### src/rtl/ltab_pkg.sv
// Shared constants and types for the linked-table translator.
// Assumes 4 KB pages and 1 MB table reach.
package ltab_pkg;
    localparam int PG_SHIFT  = 12;
    localparam int TBL_SHIFT = 20;
    localparam logic [8:0] SLOT_PREV = 9'd510;
    localparam logic [8:0] SLOT_NEXT = 9'd511;

    localparam logic [1:0] SEL_CTRL  = 2'd0;
    localparam logic [1:0] SEL_MODE  = 2'd1;
    localparam logic [1:0] SEL_TBASE = 2'd2;
    localparam logic [1:0] SEL_IBASE = 2'd3;

    typedef enum logic [2:0] {
        ST_IDLE, ST_DECIDE, ST_MREQ, ST_MWAIT, ST_RESP
    } walk_state_t;

    typedef enum logic [1:0] {
        FK_ENTRY, FK_NEXT, FK_PREV
    } fetch_kind_t;
endpackage

### src/rtl/ltab_cfg.sv
// Configuration registers: enable, mode, table base and input base.
// Assumes AW > 20. Low bits of the bases are dropped, not stored.
module ltab_cfg
    import ltab_pkg::*;
#(
    parameter int AW = 48
) (
    input  logic                    clk,
    input  logic                    rst_n,
    input  logic                    cfg_we,
    input  logic [1:0]              cfg_sel,
    input  logic [AW-1:0]           cfg_wdata,
    output logic                    en,
    output logic                    xl,
    output logic [AW-PG_SHIFT-1:0]  tbase_pg,
    output logic [AW-TBL_SHIFT-1:0] ibase_mb
);
    logic unused_cfg_bits;
    assign unused_cfg_bits = ^cfg_wdata[PG_SHIFT-1:1];

    // Register writes selected by cfg_sel
    always_ff @(posedge clk) begin
        if (!rst_n) begin
            en       <= 1'b0;
            xl       <= 1'b0;
            tbase_pg <= '0;
            ibase_mb <= '0;
        end else if (cfg_we) begin
            case (cfg_sel)
                SEL_CTRL:  en       <= cfg_wdata[0];
                SEL_MODE:  xl       <= cfg_wdata[0];
                SEL_TBASE: tbase_pg <= cfg_wdata[AW-1:PG_SHIFT];
                default:   ibase_mb <= cfg_wdata[AW-1:TBL_SHIFT];
            endcase
        end
    end
endmodule

### src/rtl/ltab_walk.sv
// Request engine. It accepts one address at a time and resolves it by
// pass-through or by walking the linked table chain one link per read.
// It remembers the last table reached. Assumes 20 < AW < 64 and a memory
// port that returns one word per accepted read.
module ltab_walk
    import ltab_pkg::*;
#(
    parameter int AW = 48
) (
    input  logic                    clk,
    input  logic                    rst_n,
    input  logic                    en,
    input  logic                    xl,
    input  logic [AW-PG_SHIFT-1:0]  tbase_pg,
    input  logic [AW-TBL_SHIFT-1:0] ibase_mb,
    output logic                    ready,
    input  logic                    req_valid,
    output logic                    req_ready,
    input  logic [AW-1:0]           req_addr,
    output logic                    rsp_valid,
    input  logic                    rsp_ready,
    output logic [AW-1:0]           rsp_addr,
    output logic                    rsp_err,
    output logic                    mem_req_valid,
    input  logic                    mem_req_ready,
    output logic [AW-1:0]           mem_req_addr,
    input  logic                    mem_rsp_valid,
    input  logic [63:0]             mem_rsp_data
);
    localparam int PGW = AW - PG_SHIFT;
    localparam int TNW = AW - TBL_SHIFT;

    walk_state_t state;
    fetch_kind_t kind;
    logic [AW-1:0]  addr_q;
    logic [PGW-1:0] cur_pg;
    logic [TNW-1:0] cur_num;
    logic [8:0]     slot_q;

    logic [AW-1:0]  ibase_full;
    logic [AW-1:0]  off;
    logic [TNW-1:0] want_num;
    logic [7:0]     want_idx;
    logic           below;
    logic           word_ok;
    logic [PGW-1:0] word_pg;
    logic           unused_bits;

    // Offset, table number and slot of the held request
    always_comb begin
        ibase_full = {ibase_mb, {TBL_SHIFT{1'b0}}};
        off        = addr_q - ibase_full;
        want_num   = off[AW-1:TBL_SHIFT];
        want_idx   = off[TBL_SHIFT-1:PG_SHIFT];
        below      = addr_q < ibase_full;
        word_ok    = mem_rsp_data[0];
        word_pg    = mem_rsp_data[AW-1:PG_SHIFT];
    end

    assign unused_bits = ^{off[PG_SHIFT-1:0], mem_rsp_data[63:AW], mem_rsp_data[PG_SHIFT-1:1]};

    assign ready         = (state == ST_IDLE);
    assign req_ready     = en && (state == ST_IDLE);
    assign rsp_valid     = (state == ST_RESP);
    assign mem_req_valid = (state == ST_MREQ);
    assign mem_req_addr  = {cur_pg, slot_q, 3'b000};

    // Walk sequencing, table cache and response registers
    always_ff @(posedge clk) begin
        if (!rst_n) begin
            state    <= ST_IDLE;
            kind     <= FK_ENTRY;
            addr_q   <= '0;
            cur_pg   <= '0;
            cur_num  <= '0;
            slot_q   <= '0;
            rsp_addr <= '0;
            rsp_err  <= 1'b0;
        end else begin
            case (state)
                ST_IDLE: begin
                    if (!en) begin
                        cur_pg  <= tbase_pg;
                        cur_num <= '0;
                    end else if (req_valid) begin
                        addr_q <= req_addr;
                        state  <= ST_DECIDE;
                    end
                end
                ST_DECIDE: begin
                    if (!xl) begin
                        rsp_addr <= addr_q;
                        rsp_err  <= 1'b0;
                        state    <= ST_RESP;
                    end else if (below) begin
                        rsp_addr <= '0;
                        rsp_err  <= 1'b1;
                        state    <= ST_RESP;
                    end else if (want_num == cur_num) begin
                        slot_q <= {1'b0, want_idx};
                        kind   <= FK_ENTRY;
                        state  <= ST_MREQ;
                    end else if (want_num > cur_num) begin
                        slot_q <= SLOT_NEXT;
                        kind   <= FK_NEXT;
                        state  <= ST_MREQ;
                    end else begin
                        slot_q <= SLOT_PREV;
                        kind   <= FK_PREV;
                        state  <= ST_MREQ;
                    end
                end
                ST_MREQ: begin
                    if (mem_req_ready) state <= ST_MWAIT;
                end
                ST_MWAIT: begin
                    if (mem_rsp_valid) begin
                        if (!word_ok) begin
                            rsp_addr <= '0;
                            rsp_err  <= 1'b1;
                            state    <= ST_RESP;
                        end else if (kind == FK_ENTRY) begin
                            rsp_addr <= {word_pg, addr_q[PG_SHIFT-1:0]};
                            rsp_err  <= 1'b0;
                            state    <= ST_RESP;
                        end else begin
                            cur_pg  <= word_pg;
                            cur_num <= (kind == FK_NEXT) ? cur_num + 1'b1 : cur_num - 1'b1;
                            state   <= ST_DECIDE;
                        end
                    end
                end
                default: begin
                    if (rsp_ready) state <= ST_IDLE;
                end
            endcase
        end
    end
endmodule

### src/rtl/ltab_xlat.sv
// Top level of the linked-table translator: configuration registers plus
// the walk engine. Assumes 20 < AW < 64.
module ltab_xlat
    import ltab_pkg::*;
#(
    parameter int AW = 48
) (
    input  logic          clk,
    input  logic          rst_n,
    input  logic          cfg_we,
    input  logic [1:0]    cfg_sel,
    input  logic [AW-1:0] cfg_wdata,
    output logic          ready,
    input  logic          req_valid,
    output logic          req_ready,
    input  logic [AW-1:0] req_addr,
    output logic          rsp_valid,
    input  logic          rsp_ready,
    output logic [AW-1:0] rsp_addr,
    output logic          rsp_err,
    output logic          mem_req_valid,
    input  logic          mem_req_ready,
    output logic [AW-1:0] mem_req_addr,
    input  logic          mem_rsp_valid,
    input  logic [63:0]   mem_rsp_data
);
    logic                    cfg_en;
    logic                    cfg_xl;
    logic [AW-PG_SHIFT-1:0]  cfg_tbase_pg;
    logic [AW-TBL_SHIFT-1:0] cfg_ibase_mb;

    ltab_cfg #(.AW(AW)) u_cfg (
        .clk(clk), .rst_n(rst_n), .cfg_we(cfg_we), .cfg_sel(cfg_sel),
        .cfg_wdata(cfg_wdata), .en(cfg_en), .xl(cfg_xl),
        .tbase_pg(cfg_tbase_pg), .ibase_mb(cfg_ibase_mb)
    );

    ltab_walk #(.AW(AW)) u_walk (
        .clk(clk), .rst_n(rst_n), .en(cfg_en), .xl(cfg_xl),
        .tbase_pg(cfg_tbase_pg), .ibase_mb(cfg_ibase_mb), .ready(ready),
        .req_valid(req_valid), .req_ready(req_ready), .req_addr(req_addr),
        .rsp_valid(rsp_valid), .rsp_ready(rsp_ready), .rsp_addr(rsp_addr),
        .rsp_err(rsp_err), .mem_req_valid(mem_req_valid),
        .mem_req_ready(mem_req_ready), .mem_req_addr(mem_req_addr),
        .mem_rsp_valid(mem_rsp_valid), .mem_rsp_data(mem_rsp_data)
    );
endmodule

### config.mk
export PLATFORM = sky130hd
export DESIGN_NAME = ltab_xlat
export DESIGN_NICKNAME = d
export VERILOG_FILES = /design/src/rtl/ltab_pkg.sv /design/src/rtl/ltab_cfg.sv /design/src/rtl/ltab_walk.sv /design/src/rtl/ltab_xlat.sv
export SDC_FILE = /design/constraint.sdc
export NUM_CORES = 1
export LEC_CHECK = 0
export CELL_PAD_IN_SITES_DETAIL_PLACEMENT = 1
export CELL_PAD_IN_SITES_GLOBAL_PLACEMENT = 1
export CORE_MARGIN = 2
export CORE_UTILIZATION = 41
export CTS_CLUSTER_DIAMETER = 50
export DETAILED_ROUTE_END_ITERATION = 6
export PLACE_DENSITY = 0.94
export RECOVER_POWER = 25
export SLEW_MARGIN = 30
export SYNTH_ARGS = -nofsm -noshare
export SYNTH_HDL_FRONTEND = slang
export SYNTH_SLANG_ARGS = --single-unit
### constraint.sdc
create_clock -name clk -period 9.8 [get_ports clk]
set_clock_uncertainty 0.15 [all_clocks]
set_input_delay 1.47 -clock clk [delete_from_list [all_inputs] [get_ports clk]]
set_output_delay 1.47 -clock clk [all_outputs]
set_load 0.02 [all_outputs]
* Word-level counts from Yosys, hierarchy flattened *
Cells that the tools add are included.

word-level totals
  flip-flop bits (word level) = 241
  word-level logic and storage cells = 90

operators by class
  add/subtract/negate cells = 3
  magnitude comparators = 2
  equality and inequality tests = 17
  mux-type cells = 37
  bitwise operators = 2
  reduce and logical (&&, ||, !) cells = 17

operators by type and width
  kind                   number
  $mux 48                5
  $mux 36                4
  $mux 28                5
  $pmux 48 s2            1
  $pmux 36 s2            1
  $pmux 28 s2            1
  $lt 48x48->1           1
  $sub 48x48->48         1
  $add 28x1->28 const B  1
  $eq 28x28->1           1
  $gt 28x28->1           1
  $sub 28x1->28 const B  1
  $mux 3                 9
  $pmux 3 s4             1
  $reduce_and 5->1       2
  $mux 9                 1
  $ne 2x2->1 const B     4
  $reduce_and 2->1       4
  $eq 3x2->1 const B     2
  $mux 1                 6
  $ne 2x1->1 const B     3
  $ne 3x2->1 const B     2
  $reduce_and 3->1       2
  $reduce_bool 5->1      1
  13 further kinds       18

* Longest topological paths before layout *
  word-level depth = 6
  mapped depth = 20
  mapped depth without buffers = 20

* Modules after synthesis *
A second synthesis with hierarchy kept.

second synthesis, totals
  cell total of the unflattened synthesis = 1632
  area total of the unflattened synthesis = 13053.8 µm²

modules (own cells, without submodules)
  module     instances  cells each  area an instance (µm²)  seq. area each (µm²)
  ltab_walk  1          1375        10511.3                 3503.4
  ltab_cfg   1          257         2542.4                  1321.3

* Least setup slack after synthesis *
No wires, ideal clock.

  path kind = reg-to-reg
  from = register u_cfg.ibase_mb[19]
  to = register u_walk.slot_q[0]
  library setup time = 0.072 ns
  arrival = 3.926 ns
  data required time = 9.578 ns
  setup slack = 5.652 ns
  stages on the path, launching flop included = 19
  path buffers = 1
  path through = dfxtp_1 -> inv_1 -> ha_1 -> buf_2 -> a21o_1 -> a21o_1 -> a21oi_2 -> o21bai_1 -> a2111o_1 -> or3_1 -> o311ai_0 -> nor3_1 -> ha_1 -> nand4_1 -> nor4_1 -> nand3_1 -> and3_1 -> or3_1 -> mux2i_1

between the ends
  cells in the longest elaborated chain, start to end = 4

ends and longest elaborated chain
  element                 RTL line          text
  from (decl)             ltab_cfg.sv:16    output logic [AW-TBL_SHIFT-1:0] ibase_mb
  from (signal assigned)  ltab_cfg.sv:33    default: ibase_mb <= cfg_wdata[AW-1:TBL_SHIFT];
  $sub 48x48->48          ltab_walk.sv:52   off = addr_q - ibase_full;
  $gt 28x28->1            ltab_walk.sv:103  end else if (want_num > cur_num) begin
  $mux 1                  ltab_walk.sv:103
  $mux 9                  ltab_walk.sv:99   end else if (want_num == cur_num) begin
  to (signal assigned)    ltab_walk.sv:100  slot_q <= {1'b0, want_idx};
  to (decl)               ltab_walk.sv:38   logic [8:0] slot_q;

Several ways; a longest one is shown, not always the timed one.
A chain may end at the register's enable or synchronous reset.

==> run_summary.xml <==
<?xml version="1.0" encoding="UTF-8"?>
<metrics>
  <group name="clock_network">
    <metric name="number_of_buffers_inserted_by_post_cts_setup_repair" unit="">0</metric>
    <metric name="cts_resized" unit="">0</metric>
    <metric name="worst_skew_pair.late_latency" unit="ns">0.54</metric>
    <metric name="cts.sink_count" unit="">241</metric>
    <metric name="cts_inserted_buffers" unit="">35</metric>
    <metric name="clk_pin_slew" unit="ns">0.06</metric>
    <metric name="ctsLongestPathBuffers" unit="">3</metric>
    <metric name="clk_root_buffer_cell" unit="">sky130_fd_sc_hd__clkbuf_16</metric>
    <metric name="cts-hold-fix-buffers" unit="">0</metric>
    <metric name="tritoncts_clock_tree" unit="">built</metric>
    <metric name="number_of_h_tree_branching_levels" unit="">2</metric>
  </group>
  <group name="placed_design">
    <metric name="place_area" unit="mm^2">0.0158</metric>
    <metric name="port-buffer-count" unit="">228</metric>
    <metric name="place_congestion" unit="">0.914</metric>
    <metric name="pre_cts_slack" unit="ns">4.13</metric>
    <metric name="hpwl" unit="um">34300</metric>
  </group>
  <group name="yosys">
    <metric name="synth_enable_flop_cells" unit="">0</metric>
    <metric name="post_synthesis_cells" unit="">1718</metric>
    <metric name="asyncSetResetFlopFracSynth" unit="%">0</metric>
    <metric name="synth.ff_latch_count" unit="">241</metric>
    <metric name="synth_cell_types" unit="">63</metric>
    <metric name="dominantRegCellSynth" unit="">sky130_fd_sc_hd__dfxtp_1</metric>
    <metric name="postSynthAreaPerCell" unit="um^2">7.74</metric>
    <metric name="synth_area" unit="mm^2">0.0133</metric>
    <metric name="ys.warnings.count" unit="">0</metric>
    <metric name="yosysSeqAreaShare" unit="%">36.3</metric>
  </group>
  <group name="sta">
    <metric name="worst_slew_pin_slew" unit="ns">3.67</metric>
    <metric name="finalCritPeriodShare" unit="%">76.2</metric>
    <metric name="timing.setup.tns" unit="ns">0</metric>
    <metric name="rsz0062_at_grt" unit="">no</metric>
    <metric name="report.final.slew_viol_count" unit="">258</metric>
    <metric name="hold_slack" unit="ns">0.307</metric>
    <metric name="timing.fmax" unit="MHz">134</metric>
    <metric name="slew_headroom" unit="%">-144</metric>
    <metric name="finalWorstPathRequiredPeriod" unit="ns">7.47</metric>
    <metric name="final_critical_path_setup_slack" unit="ns">2.33</metric>
    <metric name="hold_viol" unit="">0</metric>
    <metric name="setup_viol" unit="">0</metric>
  </group>
  <group name="floorplanning">
    <metric name="die-area" unit="mm^2">0.0339</metric>
    <metric name="start_util" unit="%">41.9</metric>
    <metric name="std_cell_rows" unit="">65</metric>
    <metric name="floorplan.die.height" unit="um">184</metric>
    <metric name="die_width" unit="um">184</metric>
    <metric name="io_pins" unit="">270</metric>
    <metric name="floorplan.core_area" unit="mm^2">0.0317</metric>
  </group>
  <group name="setup_path">
    <metric name="worst-path-buf-inv" unit="">3</metric>
    <metric name="timing.critical_path.to_type" unit="">flip-flop</metric>
    <metric name="critical-path-slowest-cell" unit="">sky130_fd_sc_hd__clkinvlp_2</metric>
    <metric name="critical-path-top-delay-family" unit="">buffers and inverters</metric>
    <metric name="worst_endpoint_data_arrival_time" unit="ns">7.76</metric>
    <metric name="cp.required" unit="ns">10.10</metric>
    <metric name="timing.setup.critical_path_class" unit="">input pin to flip-flop</metric>
    <metric name="path_max_fanout" unit="">74</metric>
    <metric name="startpoint_type" unit="">input pin</metric>
    <metric name="path_cells" unit="">clkbuf_1 -&gt; clkinvlp_2 -&gt; clkbuf_1 -&gt; nor2_1 -&gt; nand2_1 -&gt; mux2i_1</metric>
    <metric name="critical-path-top-cell-by-count" unit="">sky130_fd_sc_hd__clkbuf_1</metric>
    <metric name="cp_max_stage_delay" unit="ns">1.72</metric>
  </group>
  <group name="layout">
    <metric name="layout.nets" unit="">2146</metric>
    <metric name="final_core_utilization" unit="%">53.4</metric>
    <metric name="layout_commonest_cell" unit="">sky130_fd_sc_hd__nand2_1</metric>
    <metric name="share_of_post_route_cells_with_drive_strength_above_1" unit="%">4.17</metric>
    <metric name="fin_area" unit="mm^2">0.0169</metric>
    <metric name="commonest_cells_after_routing_fill_and_taps_aside" unit="">sky130_fd_sc_hd__nand2_1 (427), sky130_fd_sc_hd__dfxtp_1 (241), sky130_fd_sc_hd__clkdlybuf4s50_1 (225)</metric>
    <metric name="syn_to_final_growth" unit="%">27.4</metric>
  </group>
  <group name="run_status">
    <metric name="violations" unit="">max-capacitance violations, max-slew violations</metric>
    <metric name="run_status" unit="">complete, but fails checks</metric>
  </group>
  <group name="global_route">
    <metric name="grt_start_max_net_pins" unit="">80</metric>
    <metric name="global_route.usage.met2" unit="%">53.7</metric>
    <metric name="global_route.usage.met3" unit="%">6.08</metric>
    <metric name="global_route.overflow_total" unit="">0</metric>
    <metric name="grt_antenna_before_repair" unit="">4</metric>
    <metric name="grt.met1_usage" unit="%">33.4</metric>
    <metric name="grt_pass1_wl" unit="um">81000</metric>
    <metric name="first_global_vias" unit="">15106</metric>
    <metric name="grtUsageTotal" unit="%">30.2</metric>
    <metric name="globalRoute.busiestLayer" unit="">met2</metric>
  </group>
  <group name="routing">
    <metric name="avgViaCountPerCell" unit="">6.06</metric>
    <metric name="routed_wire_length_per_instance" unit="um">24.0</metric>
    <metric name="drt-pass1-iter-count" unit="">5</metric>
    <metric name="final_antenna_net_count" unit="">0</metric>
    <metric name="route.vias.total" unit="">14074</metric>
    <metric name="route.final.wire_length" unit="um">55700</metric>
    <metric name="drtIter0Drc" unit="">1165</metric>
    <metric name="drc_markers" unit="">0</metric>
  </group>
  <group name="min_path">
    <metric name="hold_path.class" unit="">flip-flop to flip-flop</metric>
  </group>
  <group name="pwr">
    <metric name="peakVddDrop" unit="mV">0.128</metric>
    <metric name="pwr_density_cell" unit="mW/mm^2">205</metric>
    <metric name="p_leak" unit="nW">6.99</metric>
  </group>
  <group name="run">
    <metric name="maxCapViolations" unit="">5</metric>
  </group>
</metrics>
## worst paths after layout
check | start | to | slack [ns] | cells past startpoint
hold / removal | u_walk.addr_q[0] | u_walk.addr_q[0] | 0.31 | 2
hold reg to reg | u_walk.addr_q[0] | u_walk.addr_q[0] | 0.31 | 2
setup reg to reg | u_cfg.ibase_mb[1] | u_walk.slot_q[0] | 3.57 | 17
setup / recovery | rst_n | u_walk.rsp_addr[7] | 2.33 | 6
## worst reg2reg max path, delay by kind of cell (launching register included)
| family | cells | cell delay [ns] |
|---|---|---|
| fa+ha+maj | 2 | 0.60 |
| simple gates | 6 | 2.53 |
| flops | 1 | 0.41 |
| buf+inv | 1 | 0.07 |
| mux | 1 | 0.13 |
| compound gates | 6 | 2.14 |
| xor+xnor | 1 | 0.11 |
## power by group
part	switching, W	leakage, nW	total (W)	internal [W]
logic	0.000626	4.47	0.00104	0.000414
registers	0.0000681	1.95	0.00114	0.00107
clock network	0.000515	0.560	0.00129	0.000777
## state kept, by name, indices dropped and copies added, names as in the netlist
signal	count
u_walk.cur_num	28
u_walk.rsp_err	1
u_cfg.ibase_mb	28
u_cfg.tbase_pg	36
u_walk.state	3
u_walk.cur_pg	36
u_walk.rsp_addr	48
u_cfg.en	1
u_walk.slot_q	9
u_cfg.xl	1
u_walk.kind	2
u_walk.addr_q	48
## synth_stat cells, types with 3 or more instances
cell type | instances | area share, %
sky130_fd_sc_hd__nor3b_1 | 6 | 0.34
sky130_fd_sc_hd__dfxtp_1 | 241 | 36
sky130_fd_sc_hd__clkbuf_1 | 84 | 2.4
sky130_fd_sc_hd__and2_1 | 4 | 0.19
sky130_fd_sc_hd__o31ai_1 | 5 | 0.28
sky130_fd_sc_hd__nand2_1 | 427 | 12
sky130_fd_sc_hd__buf_2 | 12 | 0.45
sky130_fd_sc_hd__o21ai_1 | 3 | 0.11
sky130_fd_sc_hd__o21bai_1 | 5 | 0.28
sky130_fd_sc_hd__nor4_1 | 5 | 0.24
sky130_fd_sc_hd__o21ai_0 | 81 | 3.0
sky130_fd_sc_hd__o31a_1 | 3 | 0.20
sky130_fd_sc_hd__xnor2_1 | 28 | 1.8
sky130_fd_sc_hd__a22oi_1 | 9 | 0.51
sky130_fd_sc_hd__a21o_1 | 36 | 2.0
sky130_fd_sc_hd__o211ai_1 | 9 | 0.51
sky130_fd_sc_hd__ha_1 | 82 | 7.7
sky130_fd_sc_hd__nor2_1 | 102 | 2.9
sky130_fd_sc_hd__a211o_1 | 5 | 0.33
sky130_fd_sc_hd__mux2i_1 | 98 | 7.4
sky130_fd_sc_hd__nand3b_1 | 37 | 2.1
sky130_fd_sc_hd__nand4_1 | 12 | 0.56
sky130_fd_sc_hd__buf_1 | 6 | 0.17
sky130_fd_sc_hd__o21a_1 | 12 | 0.68
sky130_fd_sc_hd__inv_1 | 74 | 2.1
sky130_fd_sc_hd__and3_1 | 10 | 0.47
sky130_fd_sc_hd__nand2b_1 | 8 | 0.38
sky130_fd_sc_hd__nor2b_1 | 7 | 0.33
sky130_fd_sc_hd__buf_4 | 4 | 0.23
sky130_fd_sc_hd__xor2_1 | 12 | 0.79
sky130_fd_sc_hd__or2_2 | 3 | 0.14
sky130_fd_sc_hd__a21oi_1 | 174 | 6.5
sky130_fd_sc_hd__a211oi_1 | 40 | 2.3
sky130_fd_sc_hd__a31oi_1 | 9 | 0.42
sky130_fd_sc_hd__nor3_1 | 11 | 0.41
sky130_fd_sc_hd__nand3_1 | 13 | 0.49
sky130_fd_sc_hd__or3_1 | 5 | 0.24
## stage by stage
stage | total power [W] | cells
after floorplan | 0.00173 | 1720
after global placement | 0.00208 | 2258
after detailed placement | 0.00213 | 2258
after CTS | 0.00342 | 2319
after global routing | 0.00357 | 2322
final | 0.00347 | 2323
## per-layer routing
| metal | vias up | wire length [um] |
|---|---|---|
| met5 | - | 0 |
| met4 | 0 | 3520 |
| met3 | 229 | 3960 |
| met2 | 735 | 27200 |
| met1 | 6857 | 21000 |
| li1 | 6253 | - |
## cell type report
class                      instances  area (um^2)
sequential                       241         4820
antenna                            4         10.0
fill                            3782        14800
clock inverter                    19          230
clock buffer                      42          912
tap                              402          503
inverter                          75          283
timing repair buffer             242         2370
multi-input combinational       1298         7810
## cell families (layout without fill, tap and decap cells)
group | after synthesis | count (layout) | share of synthesized area, %
compound gates | 416 | 416 | 19.0
xor+xnor | 40 | 40 | 2.63
fa+ha+maj | 84 | 84 | 8.02
buf+inv | 181 | 378 | 5.34
flops | 241 | 241 | 36.3
mux | 98 | 98 | 7.38
other cells | 1 | 7 | 0.0282
simple gates | 657 | 657 | 21.3
No activity file was read; power rests on OpenSTA's default activity.
